===== config.mk =====
export PLATFORM = sky130hd
export DESIGN_NAME = logiq_codec
export DESIGN_NICKNAME = d
export VERILOG_FILES = /design/src/rtl/logiq_pkg.sv /design/src/rtl/logiq_pipe_ctrl.sv /design/src/rtl/logiq_enc_lane.sv /design/src/rtl/logiq_dec_lane.sv /design/src/rtl/logiq_codec.sv
export SDC_FILE = /design/constraint.sdc
export NUM_CORES = 1
export LEC_CHECK = 0
export BUFFER_PORTS_ARGS = -buffer_cell sky130_fd_sc_hd__buf_2
export CORE_ASPECT_RATIO = 0.6
export CORE_UTILIZATION = 35
export DETAILED_ROUTE_END_ITERATION = 7
export SYNTH_ARGS = -nofsm -noshare
export SYNTH_HDL_FRONTEND = slang
export SYNTH_SLANG_ARGS = --single-unit
export TNS_END_PERCENT = 20

===== constraint.sdc =====
create_clock -name clk -period 1.34 [get_ports clk]
set_input_delay 0.134 -clock clk [delete_from_list [all_inputs] [get_ports clk]]
set_output_delay 0.134 -clock clk [all_outputs]
set_load 0.01 [all_outputs]

===== src/rtl/logiq_pkg.sv =====
package logiq_pkg;
  localparam int LQ_SAMPLE_W = 16;  // Q1.15 samples and 16-bit codes
  localparam int LQ_FRAC_W   = 8;   // fractional bits of the log field
  localparam int LQ_STAGES   = 4;   // register stages per direction
  localparam int LQ_LANES    = 2;   // I and Q

  typedef enum int {LANE_I = 0, LANE_Q = 1} lane_e;
endpackage


===== src/rtl/logiq_pipe_ctrl.sv =====
module logiq_pipe_ctrl #(
  parameter int STAGES = 4
) (
  input  logic              clk,
  input  logic              rst_n,
  input  logic              in_valid,
  input  logic              out_ready,
  output logic              in_ready,
  output logic              out_valid,
  output logic [STAGES-1:0] load
);
  logic [STAGES-1:0] vld_q;
  logic [STAGES-1:0] vld_d;
  logic              adv;

  // The whole pipe moves together unless the last stage is blocked.
  always_comb begin
    adv   = !vld_q[STAGES-1] || out_ready;
    vld_d = vld_q;
    if (adv) begin
      vld_d = {vld_q[STAGES-2:0], in_valid};
    end
    load = {vld_q[STAGES-2:0], in_valid} & {STAGES{adv}};
  end

  always_ff @(posedge clk or negedge rst_n) begin
    if (!rst_n) begin
      vld_q <= '0;
    end else begin
      vld_q <= vld_d;
    end
  end

  assign in_ready  = adv;
  assign out_valid = vld_q[STAGES-1];
endmodule


===== src/rtl/logiq_enc_lane.sv =====
module logiq_enc_lane
  import logiq_pkg::*;
#(
  parameter int SW = 16,
  parameter int FW = 8
) (
  input  logic                 clk,
  input  logic [LQ_STAGES-1:0] load,
  input  logic [SW-1:0]        smp,
  input  logic [SW-1:0]        gain,
  output logic [SW-1:0]        code
);
  localparam int MW = SW - 1;           // magnitude / field width
  localparam int PW = $clog2(SW - 1);   // leading-one index width
  localparam int LW = $clog2(SW) + FW;  // -log2 value, whole.frac

  // stage 1: sign and magnitude
  logic          s1_sgn_d, s1_sgn_q;
  logic [MW-1:0] s1_mag_d, s1_mag_q;
  logic [SW-1:0] s1_gain_q;
  logic [SW-1:0] neg;

  always_comb begin
    neg      = '0 - smp;
    s1_sgn_d = smp[SW-1];
    if (smp == {1'b1, {MW{1'b0}}}) begin
      s1_mag_d = '1;                    // -1.0 saturates
    end else if (smp[SW-1]) begin
      s1_mag_d = neg[MW-1:0];
    end else begin
      s1_mag_d = smp[MW-1:0];
    end
  end

  // stage 2: leading one, fraction, -log2
  logic [PW-1:0] lead;
  logic [MW-1:0] norm;
  logic [FW-1:0] frac;
  logic [LW-1:0] whole;
  logic [LW-1:0] s2_log_d, s2_log_q;
  logic          s2_zero_d, s2_zero_q;
  logic          s2_sgn_q;
  logic [SW-1:0] s2_gain_q;

  always_comb begin
    lead = '0;
    for (int b = 0; b < MW; b++) begin
      if (s1_mag_q[b]) lead = PW'(b);
    end
    s2_zero_d = (s1_mag_q == '0);
    norm      = s1_mag_q << (PW'(MW - 1) - lead);
    frac      = FW'(norm >> (MW - 1 - FW));
    whole     = LW'(MW) - LW'(lead);
    s2_log_d  = (whole << FW) - LW'(frac);
  end

  // stage 3: times three by shift and add
  logic [MW-1:0] s3_db_d, s3_db_q;
  logic          s3_zero_q, s3_sgn_q;
  logic [SW-1:0] s3_gain_q;

  always_comb begin
    s3_db_d = MW'({s2_log_q, 1'b0}) + MW'(s2_log_q);
  end

  // stage 4: gain with clamping, code assembly
  logic signed [MW+1:0] sum;
  logic [MW-1:0]        fld;
  logic [SW-1:0]        code_d, code_q;

  always_comb begin
    sum = $signed({2'b00, s3_db_q}) + $signed({s3_gain_q[SW-1], s3_gain_q});
    if (s3_zero_q) begin
      fld = '1;
    end else if (sum[MW+1]) begin
      fld = '0;
    end else if (sum[MW]) begin
      fld = '1;
    end else begin
      fld = sum[MW-1:0];
    end
    code_d = {s3_sgn_q, fld};
  end

  always_ff @(posedge clk) begin
    if (load[0]) begin
      s1_sgn_q  <= s1_sgn_d;
      s1_mag_q  <= s1_mag_d;
      s1_gain_q <= gain;
    end
    if (load[1]) begin
      s2_log_q  <= s2_log_d;
      s2_zero_q <= s2_zero_d;
      s2_sgn_q  <= s1_sgn_q;
      s2_gain_q <= s1_gain_q;
    end
    if (load[2]) begin
      s3_db_q   <= s3_db_d;
      s3_zero_q <= s2_zero_q;
      s3_sgn_q  <= s2_sgn_q;
      s3_gain_q <= s2_gain_q;
    end
    if (load[3]) begin
      code_q <= code_d;
    end
  end

  assign code = code_q;
endmodule


===== src/rtl/logiq_dec_lane.sv =====
module logiq_dec_lane
  import logiq_pkg::*;
#(
  parameter int SW = 16,
  parameter int FW = 8
) (
  input  logic                 clk,
  input  logic [LQ_STAGES-1:0] load,
  input  logic [SW-1:0]        code,
  output logic [SW-1:0]        smp
);
  localparam int MW  = SW - 1;
  localparam int RSH = MW + 1;               // reciprocal scaling shift
  localparam int LW  = 2 * MW - RSH;         // quotient width
  localparam int NW  = LW - FW;              // whole-octave width
  localparam logic [MW-1:0] RCP = MW'((1 << RSH) / 3 + 1);

  // stage 1: capture
  logic          s1_sgn_q, s1_zero_q;
  logic [MW-1:0] s1_fld_q;

  // stage 2: divide by three through the reciprocal
  logic [2*MW-1:0] prod;
  logic [LW-1:0]   s2_log_d, s2_log_q;
  logic            s2_sgn_q, s2_zero_q;

  always_comb begin
    prod     = (2 * MW)'(s1_fld_q) * (2 * MW)'(RCP);
    s2_log_d = LW'(prod >> RSH);
  end

  // stage 3: rebuild mantissa, split octaves
  logic [NW-1:0]   s3_oct_d, s3_oct_q;
  logic [FW+1:0]   mant;
  logic [SW-1:0]   s3_man_d, s3_man_q;
  logic            s3_sgn_q, s3_zero_q;

  always_comb begin
    s3_oct_d = s2_log_q[LW-1:FW];
    mant     = (FW + 2)'(1 << (FW + 1)) - (FW + 2)'(s2_log_q[FW-1:0]);
    s3_man_d = SW'(mant) << (SW - 2 - FW);
  end

  // stage 4: shift down, saturate, apply sign
  logic [SW-1:0] shifted;
  logic [SW-1:0] mag;
  logic [SW-1:0] smp_d, smp_q;

  always_comb begin
    shifted = s3_man_q >> s3_oct_q;
    if (s3_zero_q) begin
      mag = '0;
    end else if (shifted[SW-1]) begin
      mag = {1'b0, {MW{1'b1}}};
    end else begin
      mag = shifted;
    end
    smp_d = s3_sgn_q ? ('0 - mag) : mag;
  end

  always_ff @(posedge clk) begin
    if (load[0]) begin
      s1_sgn_q  <= code[SW-1];
      s1_zero_q <= (code[MW-1:0] == '1);
      s1_fld_q  <= code[MW-1:0];
    end
    if (load[1]) begin
      s2_log_q  <= s2_log_d;
      s2_sgn_q  <= s1_sgn_q;
      s2_zero_q <= s1_zero_q;
    end
    if (load[2]) begin
      s3_oct_q  <= s3_oct_d;
      s3_man_q  <= s3_man_d;
      s3_sgn_q  <= s2_sgn_q;
      s3_zero_q <= s2_zero_q;
    end
    if (load[3]) begin
      smp_q <= smp_d;
    end
  end

  assign smp = smp_q;
endmodule


===== src/rtl/logiq_codec.sv =====
module logiq_codec
  import logiq_pkg::*;
#(
  parameter int SAMPLE_W = LQ_SAMPLE_W,
  parameter int FRAC_W   = LQ_FRAC_W
) (
  input  logic                clk,
  input  logic                rst_n,
  input  logic                enc_in_valid,
  output logic                enc_in_ready,
  input  logic [SAMPLE_W-1:0] enc_in_i,
  input  logic [SAMPLE_W-1:0] enc_in_q,
  input  logic [SAMPLE_W-1:0] enc_gain,
  output logic                enc_out_valid,
  input  logic                enc_out_ready,
  output logic [SAMPLE_W-1:0] enc_out_i,
  output logic [SAMPLE_W-1:0] enc_out_q,
  input  logic                dec_in_valid,
  output logic                dec_in_ready,
  input  logic [SAMPLE_W-1:0] dec_in_i,
  input  logic [SAMPLE_W-1:0] dec_in_q,
  output logic                dec_out_valid,
  input  logic                dec_out_ready,
  output logic [SAMPLE_W-1:0] dec_out_i,
  output logic [SAMPLE_W-1:0] dec_out_q
);
  // reset: asserted asynchronously, released on the clock
  logic [1:0] rst_sync_d, rst_sync_q;
  logic       rst_int_n;

  always_comb rst_sync_d = {rst_sync_q[0], 1'b1};

  always_ff @(posedge clk or negedge rst_n) begin
    if (!rst_n) begin
      rst_sync_q <= '0;
    end else begin
      rst_sync_q <= rst_sync_d;
    end
  end
  assign rst_int_n = rst_sync_q[1];

  logic [LQ_STAGES-1:0] enc_load, dec_load;

  logiq_pipe_ctrl #(.STAGES(LQ_STAGES)) enc_ctrl_i (
    .clk       (clk),
    .rst_n     (rst_int_n),
    .in_valid  (enc_in_valid),
    .out_ready (enc_out_ready),
    .in_ready  (enc_in_ready),
    .out_valid (enc_out_valid),
    .load      (enc_load)
  );

  logiq_pipe_ctrl #(.STAGES(LQ_STAGES)) dec_ctrl_i (
    .clk       (clk),
    .rst_n     (rst_int_n),
    .in_valid  (dec_in_valid),
    .out_ready (dec_out_ready),
    .in_ready  (dec_in_ready),
    .out_valid (dec_out_valid),
    .load      (dec_load)
  );

  logic [SAMPLE_W-1:0] enc_x [LQ_LANES];
  logic [SAMPLE_W-1:0] enc_c [LQ_LANES];
  logic [SAMPLE_W-1:0] dec_c [LQ_LANES];
  logic [SAMPLE_W-1:0] dec_y [LQ_LANES];

  assign enc_x[int'(LANE_I)] = enc_in_i;
  assign enc_x[int'(LANE_Q)] = enc_in_q;
  assign dec_c[int'(LANE_I)] = dec_in_i;
  assign dec_c[int'(LANE_Q)] = dec_in_q;

  for (genvar ln = 0; ln < LQ_LANES; ln++) begin : g_lane
    logiq_enc_lane #(.SW(SAMPLE_W), .FW(FRAC_W)) enc_lane_i (
      .clk  (clk),
      .load (enc_load),
      .smp  (enc_x[ln]),
      .gain (enc_gain),
      .code (enc_c[ln])
    );
    logiq_dec_lane #(.SW(SAMPLE_W), .FW(FRAC_W)) dec_lane_i (
      .clk  (clk),
      .load (dec_load),
      .code (dec_c[ln]),
      .smp  (dec_y[ln])
    );
  end

  assign enc_out_i = enc_c[int'(LANE_I)];
  assign enc_out_q = enc_c[int'(LANE_Q)];
  assign dec_out_i = dec_y[int'(LANE_I)];
  assign dec_out_q = dec_y[int'(LANE_Q)];
endmodule


==> flow_results.org <==
** STA
- Endpoints failing hold :: 0
- Setup slack on the critical path of the routed design comes to -4.22 ns.
- Clock skew on the completed layout was measured at 0.0335 ns.
- Counting I/O delays and the setup requirement, the final critical path takes 5.56 ns.
- Fmax achieved :: approximately 0.18 GHz
- Final Setup Violations :: 179
- Final Cycle Share :: 415%
- Pins over their slew limit :: 0
- At the pin with the least slew margin, the transition time is 0.593 ns.
- Worst-case headroom to the max-slew limit :: 60.0%
- Setup repair after global routing could not meet its margin everywhere.

** Synthesis
- Summing the areas of all fa, ha and maj instances in the mapped netlist gives between 20% and 30% of the synthesized area.
- Share of flip-flops with an asynchronous set or reset :: about 3.2%
- EDFF count, synth :: just over 300
- Summing the areas of all xor and xnor instances in the mapped netlist gives around 5.4% of the synthesized area.
- Most numerous cell in the Yosys netlist :: edfxtp_1
- Summing the areas of all compound-gate instances in the mapped netlist gives between 10% and 20% of the synthesized area.
- Syn Std Cell Area :: around 0.024 mm²
- YS warnings :: 0
- Register area share after synthesis :: 39.1%
- Multiplexer share of the synthesized area :: ~3.0%
- In this run the biggest area consumer among cell types represents a little under two fifths of the synthesized area.
- The number of nets in the synthesized netlist is 2,654.
- The largest total area in the synthesized netlist belongs to edfxtp_1.
- Each instance of the synthesized netlist takes up on average roughly 11 µm².
- Share of synthesized cell area in and, or, nand and nor gates :: approximately 11%
- Top_reg_cell synth :: edfxtp_1
- Largest family of logic cells by synthesized area :: adder cells
- Mapped Cells :: 2,182
- Yosys attributes the largest share of cell area to edfxtp_1 (38%), ha_1 (13%), fa_1 (10%).
- Synth Register Bits :: ~320
- The synthesized netlist contains 105 unique library cells.
- Leading cell types by count after synthesis :: edfxtp_1 (306), inv_1 (304), ha_1 (260)

** Worst setup path
- Worst setup startpoint :: g_lane[1].dec_lane_i.s1_fld_q[3]$_DFFE_PP_
- On the worst path, the slowest cell contributes a delay of roughly 0.5 ns.
- In this run the worst path has a maximum fanout of 4.
- The worst setup path is launched from a register.
- Data arrives at the worst endpoint at slightly below 6 ns.
- Traced cell by cell, the critical path runs through ha_4, inv_2, fa_1, fa_1, inv_1, fa_1, inv_1, fa_1, fa_1, inv_2, ha_4, a21oi_2, nand2_1, a221oi_2, o211ai_1, a221oi_2, o211ai_1, a31o_2, a21oi_2, xnor2_1.
- STA classifies the critical path endpoint as a register.
- The most numerous cell type found on the critical path is fa_1.
- By startpoint and endpoint, the worst setup path is classified as register to register.
- STA puts the critical path data required time at around 1.7 ns.
- R2R Path Start :: g_lane[1].dec_lane_i.s1_fld_q[3]$_DFFE_PP_
- Slowest cell on the critical path :: fa_1

** Global route
- Wire length of the first global-routing pass :: ~110,000 µm
- The via count of the first global-routing pass was approximately 20,000.
- GRT Residual Overflow :: 0
- In the global route stage, overall resource usage came out at around a fifth.
- Initial antenna violation count :: 0
- Entering global routing, the biggest net connects 38 pins.

** Final layout
- Measured on the finished design, the core utilization comes to 53.5%.
- The multi-input combinational cells in the finished layout cover a total of 0.0157 mm².
- Counting the fill cells in the layout gives slightly below 6,000.
- Finished Layout Cells :: roughly 4,100
- After the last flow step, the layout net total stands at 3,615.
- Fraction of layout instances using a drive strength above 1 :: a little under half
- Antenna Cells :: 0
- Relative area change from synthesis to final layout :: 50.9%
- In the final layout, flip-flops and latches occupy between 0.009 and 0.01 mm².

** Placed design
- Placer Congestion :: ~0.9
- HPWL after DPL :: around 52,000 µm
- After detailed placement, the design holds a cell count of approximately 3,800.
- In this run the tool buffered the top-level ports with roughly 150 buffer cells.

** Floorplan
- Once the floorplan was initialized, standard cells occupied between 30% and 40% of the core.
- The floorplan step defined a core boundary enclosing 0.0681 mm².
- Row generation in the floorplan step produced 74 rows.
- The die is around 340 µm wide.
- The floorplan step defined a die boundary enclosing between 0.07 and 0.08 mm².
- Die Y :: a little over 200 µm
- For this design the top-level I/O count stands at 154.

** Detailed routing
- Avg WL per Cell :: roughly 17 µm
- Remaining number of nets flagged by the antenna check after routing :: 0
- DR vias :: 19,764
- Via density per instance :: ~4.8
- In this run, the number of DRC markers left after iteration 0 of detailed routing was approximately 1,000.
- Drc violations :: 0
- Final routed wirelength across all metal layers :: 68,100 µm
- Router iterations before antenna repair :: 5

** CTS
- Clock tree sinks :: between 300 and 400
- Root buffer cell :: clkbuf_16
- The H-tree was split into 2 levels.
- Worst-case clock buffer depth :: 3
- Number of buffers inserted during clock tree synthesis :: 35
- After clock tree synthesis, the clock-pin slew on the worst setup and hold paths is ~0.07 ns.
- CTS tree :: done
- Worst-Skew Late Latency :: approximately 0.57 ns

** Job
- Number of violations of the max-capacitance limit :: 0

** Outcome
- The checks that failed: negative setup slack.
- The run finished, with violations left.

** Worst hold path
- Startpoint of the worst hold path :: enc_in_i[1]
- Worst min-delay path class :: input pin to register
[placed cells by master (no fill, tap or decap), types with 36 or more instances in the layout]
master           n
a21oi_2         49
buf_2          151
buf_4          650
buf_6           79
clkbuf_16       36
dlygate4sd3_1   82
edfxtp_1       306
fa_1           120
ha_1           209
ha_4            44
inv_1          274
nand2_1        109
nor2_1          89
xnor2_1         73
xor2_1          53
[critical path, delay by kind of cell, from the launching register on]
family,cells,cell delay [ns]
simple gates,1,0.07
fa+ha+maj,7,2.95
compound gates,7,1.55
xor+xnor,1,0.09
flops,1,0.49
buf+inv,4,0.18
[registers in the layout, summed over array words and instances (netlist names), 16 cells and up]
register / cells
g_lane.enc_lane_i.code: 32
g_lane.dec_lane_i.s3_man_q: 20
g_lane.enc_lane_i.s1_gain_q: 16
g_lane.enc_lane_i.s3_gain_q: 16
g_lane.enc_lane_i.s1_mag_q: 30
g_lane.dec_lane_i.smp: 32
g_lane.dec_lane_i.s2_log_q: 28
g_lane.dec_lane_i.s1_fld_q: 30
g_lane.enc_lane_i.s3_db_q: 28
g_lane.enc_lane_i.s2_gain_q: 16
g_lane.enc_lane_i.s2_log_q: 24
[final cells by class]
| type | instances | share of cell area [%] |
|---|---|---|
| multi-input cells | 1502 | 43.2 |
| flip-flops and latches | 316 | 25.9 |
| repair buffers | 979 | 21.1 |
| inverters | 309 | 3.23 |
| well taps | 912 | 3.13 |
| clock buffers | 39 | 2.53 |
| clock inverters | 25 | 0.900 |
[repair_timing]
item	4_1_cts	5_1_grt
setup endpoints to repair	452	488
hold buffers	81	1
cloned	4	0
gates resized for setup	236	227
setup buffers	77	52
endpoints found under the hold margin	83	1
pin swaps	171	175
[per-stage QoR]
step | setup TNS [ns] | cell area [µm²] | setup WS, ns | hold WS (ns)
4_1_cts | -291.51 | 35100 | -4.18 | 0.0221
2_1_floorplan | -510.65 | 25000 | -3.90 | -0.162
6_report | -264.73 | 36400 | -4.22 | 0.0435
3_5_place_dp | -319.41 | 31400 | -4.23 | -0.0734
3_3_place_gp | -308.20 | 31400 | -4.17 | -0.0800
5_1_grt | -284.35 | 36400 | -4.41 | 0.0436
[layer usage]
| metal | part of all wire, % | wire, µm | track usage [%] |
|---|---|---|---|
| met3 | 4.1 | 2760 | 3.09 |
| met1 | 49 | 33700 | 27.7 |
| met5 | 0 | 0 | 0 |
| met2 | 45 | 30500 | 29.4 |
| met4 | 1.7 | 1180 | 4.31 |
[worst paths after layout]
path / slack (ns) / cells after the start / end
worst max-delay path: -4.22 / 20 / g_lane[1].dec_lane_i.s2_log_q[13]$_DFFE_PP_
worst min-delay path: 0.04 / 4 / g_lane[0].enc_lane_i.s1_mag_q[3]$_SDFFCE_PN1P_
worst max register to register: -4.22 / 20 / g_lane[1].dec_lane_i.s2_log_q[13]$_DFFE_PP_
worst min register to register: 0.12 / 0 / dec_ctrl_i.vld_q[3]$_DFFE_PN0N_
max in group asynchronous: 0.76 / 3 / rst_sync_q[1]$_DFF_PN0_
min in group asynchronous: 0.12 / 0 / dec_ctrl_i.vld_q[3]$_DFFE_PN0N_
[cells by family after synthesis]
group           Yosys count
compound gates          391
xor+xnor                147
flops                   316
buf+inv                 365
simple gates            526
fa+ha+maj               386
other cells               1
mux                      50
Power is not shown: default switching activity piles up to over one toggle a cycle in this logic, so the estimate is an artifact.
